## config.mk

```make
export PLATFORM = sky130hd
export DESIGN_NAME = ifc_sleep_tracker
export DESIGN_NICKNAME = d
export VERILOG_FILES = /design/src/rtl/ifc_pwr_pkg.sv /design/src/rtl/ifc_act_det.sv /design/src/rtl/ifc_sat_cnt.sv /design/src/rtl/ifc_pwr_fsm.sv /design/src/rtl/ifc_sleep_tracker.sv
export SDC_FILE = /design/constraint.sdc
export NUM_CORES = 1
export LEC_CHECK = 0
export BUFFER_PORTS_ARGS = -buffer_cell sky130_fd_sc_hd__buf_2
export CAP_MARGIN = 30
export CORE_ASPECT_RATIO = 1.75
export CORE_MARGIN = 3
export CORE_UTILIZATION = 25
export CTS_BUF_LIST = sky130_fd_sc_hd__clkbuf_4
export DETAILED_ROUTE_END_ITERATION = 16
export SYNTH_ARGS = -nofsm -noshare
export SYNTH_HDL_FRONTEND = slang
export SYNTH_HIERARCHICAL = 1
export SYNTH_SLANG_ARGS = --single-unit
```

## constraint.sdc

```tcl
create_clock -name clk -period 2.5 [get_ports clk]
set_input_delay 0.125 -clock clk [delete_from_list [all_inputs] [get_ports clk]]
set_output_delay 0.125 -clock clk [all_outputs]
set_load 0.05 [all_outputs]
```

## src/rtl/ifc_pwr_pkg.sv

```systemverilog
package ifc_pwr_pkg;
  typedef enum logic [1:0] {
    PWR_ACTIVE = 2'b00,
    PWR_SLEEP  = 2'b01,
    PWR_STBY   = 2'b10
  } pwr_e;
endpackage

```

## src/rtl/ifc_act_det.sv

```systemverilog
// Detects host activity: select falling, address change, write strobe falling.
module ifc_act_det #(
  parameter int ADDR_W = 20
) (
  input  logic              clk,
  input  logic              rst_n,
  input  logic              sel_n,
  input  logic              we_n,
  input  logic [ADDR_W-1:0] addr,
  output logic              activity
);
  logic [ADDR_W-1:0] addr_q;
  logic              we_q;
  logic              sel_q;

  always_ff @(posedge clk or negedge rst_n) begin
    if (!rst_n) begin
      addr_q <= '0;
      we_q   <= 1'b1;
      sel_q  <= 1'b1;
    end else begin
      addr_q <= addr;
      we_q   <= we_n;
      sel_q  <= sel_n;
    end
  end

  logic sel_fall, addr_chg, we_fall;
  always_comb begin
    sel_fall = sel_q & ~sel_n;
    addr_chg = (addr != addr_q);
    we_fall  = we_q & ~we_n;
    activity = ~sel_n & (sel_fall | addr_chg | we_fall);
  end
endmodule

```

## src/rtl/ifc_sat_cnt.sv

```systemverilog
// Saturating up-counter with synchronous clear.
module ifc_sat_cnt #(
  parameter int MAX = 8,
  localparam int W = $clog2(MAX + 1)
) (
  input  logic         clk,
  input  logic         rst_n,
  input  logic         clr,
  input  logic         inc,
  output logic [W-1:0] cnt,
  output logic         at_max
);
  always_comb at_max = (cnt == W'(MAX));

  always_ff @(posedge clk or negedge rst_n) begin
    if (!rst_n)               cnt <= '0;
    else if (clr)             cnt <= '0;
    else if (inc && !at_max)  cnt <= cnt + 1'b1;
  end
endmodule

```

## src/rtl/ifc_pwr_fsm.sv

```systemverilog
// Power level state machine.
module ifc_pwr_fsm
  import ifc_pwr_pkg::*;
(
  input  logic clk,
  input  logic rst_n,
  input  logic sel_n,
  input  logic activity,
  input  logic stable_max,
  input  logic dwell_max,
  output pwr_e state
);
  pwr_e state_nx;

  always_comb begin
    state_nx = state;
    if (sel_n)         state_nx = PWR_STBY;
    else if (activity) state_nx = PWR_ACTIVE;
    else begin
      unique case (state)
        PWR_ACTIVE: if (stable_max) state_nx = PWR_SLEEP;
        PWR_SLEEP:  if (dwell_max)  state_nx = PWR_STBY;
        PWR_STBY:   state_nx = PWR_STBY;
        default:    state_nx = PWR_STBY;
      endcase
    end
  end

  always_ff @(posedge clk or negedge rst_n) begin
    if (!rst_n) state <= PWR_STBY;
    else        state <= state_nx;
  end
endmodule

```

## src/rtl/ifc_sleep_tracker.sv

```systemverilog
module ifc_sleep_tracker
  import ifc_pwr_pkg::*;
#(
  parameter int ADDR_W    = 20,
  parameter int SLEEP_CYC = 8,
  parameter int DWELL_CYC = 12,
  localparam int SC_W = $clog2(SLEEP_CYC + 1),
  localparam int DC_W = $clog2(DWELL_CYC + 1)
) (
  input  logic              clk,
  input  logic              rst_n,
  input  logic              sel_n,
  input  logic              oe_n,
  input  logic              we_n,
  input  logic [ADDR_W-1:0] addr,
  input  logic              alg_busy,
  output logic [1:0]        pwr_state,
  output logic              dev_standby,
  output logic [SC_W-1:0]   stable_cnt,
  output logic [DC_W-1:0]   dwell_cnt
);
  logic activity, stable_max, dwell_max, cnt_clr;
  pwr_e state;

  ifc_act_det #(.ADDR_W(ADDR_W)) act_i (
    .clk(clk), .rst_n(rst_n), .sel_n(sel_n), .we_n(we_n), .addr(addr),
    .activity(activity)
  );

  always_comb cnt_clr = sel_n | activity;

  ifc_sat_cnt #(.MAX(SLEEP_CYC)) stable_i (
    .clk(clk), .rst_n(rst_n), .clr(cnt_clr), .inc(1'b1),
    .cnt(stable_cnt), .at_max(stable_max)
  );

  ifc_sat_cnt #(.MAX(DWELL_CYC)) dwell_i (
    .clk(clk), .rst_n(rst_n), .clr(cnt_clr), .inc(state == PWR_SLEEP),
    .cnt(dwell_cnt), .at_max(dwell_max)
  );

  ifc_pwr_fsm fsm_i (
    .clk(clk), .rst_n(rst_n), .sel_n(sel_n), .activity(activity),
    .stable_max(stable_max), .dwell_max(dwell_max), .state(state)
  );

  // output enable only gates data drive; it never shapes the power level
  logic oe_unused;
  always_comb oe_unused = oe_n;

  always_comb begin
    pwr_state   = state;
    dev_standby = (state == PWR_STBY) && !alg_busy;
  end
endmodule

```

== Word level (Yosys, flattened, before mapping) ==
Cells that the tools add are included.

* Output and inout bits: 11
* Register bits: 32
* Word-level logic and storage cells: 40
* Input bits: 26

* Bitwise operators: 8
* Add/subtract/negate cells: 2
* Mux-type cells: 9
* Equal/unequal tests: 8
* Reduce and logical (&&, ||, !) cells: 7

{| class="wikitable"
|+ Operators with widths
! kind !! number
|-
| 20-bit inequality test || 1
|-
| 4-bit 2-to-1 mux || 4
|-
| 4-bit by 1-bit adder with 4-bit output (second input constant) || 2
|-
| 4-bit == test (second input constant) || 2
|-
| 2-bit 2-to-1 mux || 4
|-
| 4-bit by 3-bit inequality test with 1-bit output (second input constant) || 1
|-
| 4-bit inequality test (second input constant) || 1
|-
| 2-bit case mux with 2 select lines || 1
|-
| 1-bit bitwise AND || 3
|-
| 1-bit OR || 3
|-
| 2-bit by 1-bit == test with 1-bit output (second input constant) || 1
|-
| 2-bit == test (second input constant) || 1
|-
| 1-bit logical AND || 2
|-
| 1-bit zero test || 2
|-
| 2-bit zero test || 1
|-
| 2-bit inequality test (second input constant) || 1
|-
| 1-bit NOT || 2
|-
| 2-bit AND reduction || 1
|-
| 2-bit nonzero test || 1
|}

== Longest topological paths before layout ==
* Depth after elaboration: 7
* Depth in mapped cells: 8
* Gate-level depth less buffers: 8

== Hierarchy ==
The synthesis kept the hierarchy.

{| class="wikitable"
|+ By module, submodules not included
! module !! area an instance (um2) !! cells an instance !! sequential area each (um2) !! instances
|-
| ifc_act_det || 788.3 || 51 || 553.0 || 1
|-
| ifc_sat_cnt at stable_i || 232.7 || 24 || 100.1 || 1
|-
| ifc_sat_cnt at dwell_i || 229.0 || 24 || 100.1 || 1
|-
| ifc_pwr_fsm || 91.3 || 7 || 51.3 || 1
|-
| ifc_sleep_tracker || 31.3 || 4 || 0.0 || 1
|}

== Least setup slack after synthesis ==
Ideal clock, no wire load.

* Kind: reg-to-reg
* Start: register act_i.addr_q[17]
* End: register stable_i.cnt[1]
* Arrival: 1654 ps
* Required time: 2421 ps
* Setup time: 79 ps
* Buffers on the path: 0
* Path slack: 767 ps
* Period minus slack after synthesis: 1733 ps
* Stages on the path, launching flop included: 8
* Cells stage by stage: dfrtp_1 -> xnor2_1 -> nand4_1 -> a2111oi_2 -> a21oi_1 -> or2_1 -> nand2b_1 -> mux2i_1

* Word-level cells in the longest chain between the ends: 6
* Elaborated cells on any way between the ends: 7
* Classes of those cells: 2 x eq/ne; 1 x mux; 4 x bitwise

{| class="wikitable"
|+ Ends and longest elaborated chain
! what !! line !! source
|-
| start: declaration || ifc_act_det.sv:12 || <nowiki>logic [ADDR_W-1:0] addr_q;</nowiki>
|-
| start signal: assignment || ifc_act_det.sv:22 || <nowiki>addr_q <= addr;</nowiki>
|-
| 20-bit inequality test * || ifc_act_det.sv:31 || <nowiki>addr_chg = (addr != addr_q);</nowiki>
|-
| 1-bit OR * (2 in a row) || ifc_act_det.sv:33 || <nowiki>activity = ~sel_n & (sel_fall | addr_chg | we_fall);</nowiki>
|-
| 1-bit bitwise AND * || ifc_act_det.sv:33 ||
|-
| net activity || ifc_sleep_tracker.sv:22 || <nowiki>logic activity, stable_max, dwell_max, cnt_clr;</nowiki>
|-
| 1-bit OR * || ifc_sleep_tracker.sv:30 || <nowiki>always_comb cnt_clr = sel_n | activity;</nowiki>
|-
| net cnt_clr || ifc_sleep_tracker.sv:22 ||
|-
| 2-bit inequality test (no source line) or 4-bit 2-to-1 mux (tied branches) || n/a ||
|-
| end signal: assignment || ifc_sat_cnt.sv:18 || <nowiki>else if (inc && !at_max) cnt <= cnt + 1'b1;</nowiki>
|-
| end: declaration || ifc_sat_cnt.sv:10 || <nowiki>output logic [W-1:0] cnt,</nowiki>
|}

The timed path passes the listed nets; every way through them passes the cells marked *.
A chain may end at the register's enable or synchronous reset.

== Worst setup path after layout ==
* Start: input addr[11]
* End: register stable_i.cnt[1]

* Word-level cells in the longest chain between the ends: 6
* Elaborated cells on any way between the ends: 7
* Classes of those cells: 2 x eq/ne; 1 x mux; 4 x bitwise

{| class="wikitable"
|+ Ends and longest elaborated chain
! what !! line !! source
|-
| start: declaration || ifc_sleep_tracker.sv:15 || <nowiki>input logic [ADDR_W-1:0] addr,</nowiki>
|-
| 20-bit inequality test * || ifc_act_det.sv:31 ||
|-
| 1-bit OR * (2 in a row) || ifc_act_det.sv:33 ||
|-
| 1-bit bitwise AND * || ifc_act_det.sv:33 ||
|-
| net activity || ifc_sleep_tracker.sv:22 ||
|-
| 1-bit OR * || ifc_sleep_tracker.sv:30 ||
|-
| net cnt_clr || ifc_sleep_tracker.sv:22 ||
|-
| 2-bit inequality test (no source line) or 4-bit 2-to-1 mux (tied branches) || n/a ||
|}

Marked as above.

==> results.json <==
{
  "outcome": "completed",
  "p_leak_uw": 0.000846,
  "grt_pass1_wl_um": 4640,
  "synthAdderAreaFrac": 0.0365,
  "dr.pass1.iters": 2,
  "diodes": 0,
  "worstSetupPathType": "in2reg",
  "grt_max_degree": 33,
  "ioPinCount": 37,
  "cts-root-buf": "clkbuf_4",
  "drive_gt1_frac": 0.298,
  "most-common-layout-cells": "buf_2 (35), dfrtp_1 (29), dlygate4sd3_1 (23)",
  "portBuffers": 35,
  "cts_buffers": 5,
  "power.density_mw_per_mm2": 499,
  "whs_ns": 0.374,
  "cts_buffer_depth": 2,
  "hp-class": "in2async",
  "synth_top_family_by_area": "XOR/XNOR gates",
  "finalNetCount": 207,
  "die_w_um": 62.0,
  "synthXorXnorAreaFrac": 0.134,
  "final_hold_viol_count": 0,
  "synth_cells": 110,
  "finalSetupViolCount": 0,
  "final_common_cell": "buf_2",
  "fmax_mhz": 486,
  "syn_area_mm2": 0.00137,
  "antenna_found_initial": 0,
  "core_area_mm2": 0.00530,
  "grt_use_total": 0.0959,
  "finClkSkew_ns": 0.00693,
  "cts_repair_resize_count": 0,
  "power_uw": 965,
  "grt_pass1_vias": 1037,
  "synth_cell_type_count": 31,
  "cp_max_fo": 11,
  "cts_tree": "done",
  "grt-ovfl-total": 0,
  "drc": 0,
  "ant_nets": 0,
  "drv_cap": 0,
  "min_period_over_period": 0.823,
  "wirelength_um": 2760,
  "synth_compound_area_frac": 0.0775,
  "ir_worst_vdd_uv": 366,
  "initial_utilization": 0.259,
  "synth.area.mux_share": 0.0182,
  "h-tree-depth": 2,
  "drt_iter0_drc": 33,
  "ys_warn_count": 6,
  "avgSynthCellArea_um2": 12.5,
  "required_ns": 2.76,
  "rsz0062_at_grt": "no",
  "die_area_mm2": 0.00645,
  "min_period_ns": 2.06,
  "insertion_delay_ns": 0.33,
  "fillers": 531,
  "std_cell_rows": 35,
  "end_kind": "flop",
  "report.final.slew_viol_count": 0,
  "maxSlewHeadroom": 0.518,
  "worst_ep_arrival_time_ns": 2.32,
  "wl_per_cell_um": 10.9,
  "critPathLaunchType": "input port",
  "synth-seq-cells": 32,
  "vias": 1016,
  "worst_slew_pin_slew_ns": 0.723,
  "vias_per_cell": 4.03,
  "synthSimpleGateAreaFrac": 0.129,
  "numClockSinks": 32,
  "dp_hpwl_um": 1820,
  "yosysSeqAreaShare": 0.586,
  "gp_congestion": 0.751,
  "area_delta_synth_final_pct": 40.9,
  "tns_ns": 0,
  "cts.clk_slew.worst_paths_ns": 0.10,
  "die_h_um": 104
}
-- what timing repair did --
item                                   CTS  global route
hold buffers                            23             0
buffers inserted                         0             0
endpoints found under the hold margin   52             0
-- through the flow --
stage | instances | utilization | area, µm² | setup slack [ns]
final | 252 | 0.365 | 1930 | 0.443
after global routing | 252 | 0.365 | 1930 | 0.173
after CTS | 252 | 0.365 | 1930 | 0.425
after detailed placement | 221 | 0.311 | 1650 | 0.498
after global placement | 221 | 0.311 | 1650 | 0.503
after floorplan | 112 | - | 1380 | 0.767
-- cell usage after synthesis --
| cell | count | area, µm² |
|---|---|---|
| dfrtp_1 | 29 | 726 |
| xnor2_1 | 19 | 166 |
| nand4_1 | 6 | 37.5 |
| a21oi_1 | 5 | 25.0 |
| inv_1 | 5 | 18.8 |
| nor2_1 | 5 | 18.8 |
| ha_1 | 4 | 50.1 |
| nand2b_1 | 4 | 25.0 |
| nand3_1 | 4 | 20.0 |
| dfstp_2 | 3 | 78.8 |
| nand2_1 | 3 | 11.3 |
| a2111oi_2 | 2 | 30.0 |
| a21o_1 | 2 | 15.0 |
| xor2_1 | 2 | 17.5 |
| a21oi_2 | 1 | 8.76 |
| and2b_2 | 1 | 8.76 |
| conb_1 | 1 | 3.75 |
| inv_2 | 1 | 3.75 |
| mux2_4 | 1 | 15.0 |
| mux2i_1 | 1 | 10.0 |
| nand3_2 | 1 | 10.0 |
| nor2b_1 | 1 | 6.26 |
| nor3_1 | 1 | 5.00 |
| nor3b_2 | 1 | 12.5 |
| nor4_1 | 1 | 6.26 |
| o21a_1 | 1 | 7.51 |
| o21ai_0 | 1 | 5.00 |
| o21bai_1 | 1 | 7.51 |
| o31ai_1 | 1 | 7.51 |
| or2_1 | 1 | 6.26 |
| or3b_1 | 1 | 8.76 |
-- cells by family (layout without fill, tap and decap cells) --
kind of cell	Yosys count	in the layout
DFF	32	32
and+or+nand+nor	30	30
xor gates and xnor gates	21	21
AOI/OAI and AO/OA	14	14
buffers and inverters	6	72
adders and majority gates	4	4
muxes	2	2
other	1	3
-- critical path, stage by stage --
cell           delay, ns
dlygate4sd3_1       0.54
buf_2               0.14
xnor2_1             0.13
nand4_1             0.12
nor4_1              0.35
a21oi_1             0.17
or2_1               0.41
nand2b_1            0.21
mux2i_1             0.12
-- sequential cells by signal, summed over array words and instances, names as in the netlist --
signal / flops
act_i/sel_q: 1
act_i/we_q: 1
act_i/addr_q: 20
stable_i/cnt: 4
fsm_i/state: 2
dwell_i/cnt: 4
-- path summary, 6_finish.rpt --
| check | depth (start not counted) | slack (ns) | start | to |
|---|---|---|---|---|
| max | 9 | 0.44 | addr[11] | stable_i/cnt[1] |
| min | 2 | 0.37 | rst_n | stable_i/cnt[3] |
| min in group clk | 2 | 0.44 | we_n | act_i/we_q |
| min reg2reg | 1 | 0.52 | dwell_i/cnt[3] | dwell_i/cnt[3] |
| max reg2reg | 7 | 0.50 | act_i/addr_q[5] | stable_i/cnt[1] |
| max in group asynchronous | 2 | 1.65 | rst_n | dwell_i/cnt[1] |
-- routing by layer --
| layer | global-route usage | wire, µm |
|---|---|---|
| met1 | 0.102 | 990 |
| met2 | 0.165 | 1560 |
| met3 | 0.0286 | 142 |
| met4 | 0.0410 | 62 |
| met5 | 0 | 0 |
-- area by class of cell --
cell class              instances  area [µm²]  share of cell area
clock inverters                 3        18.8             0.00970
well taps                      74        92.6              0.0479
flip-flops and latches         32         805               0.416
inverters                       6        22.5              0.0116
repair buffers                 58         405               0.210
clock buffers                   5        37.5              0.0194
multi-input cells              74         553               0.286
-- power by group --
part / switching [µW] / total, µW / internal, µW
combinational: 59.5 / 127 / 67.8
clock: 182 / 288 / 106
sequential: 10.4 / 550 / 540
Note: power is estimated with default switching activity, not from simulation.
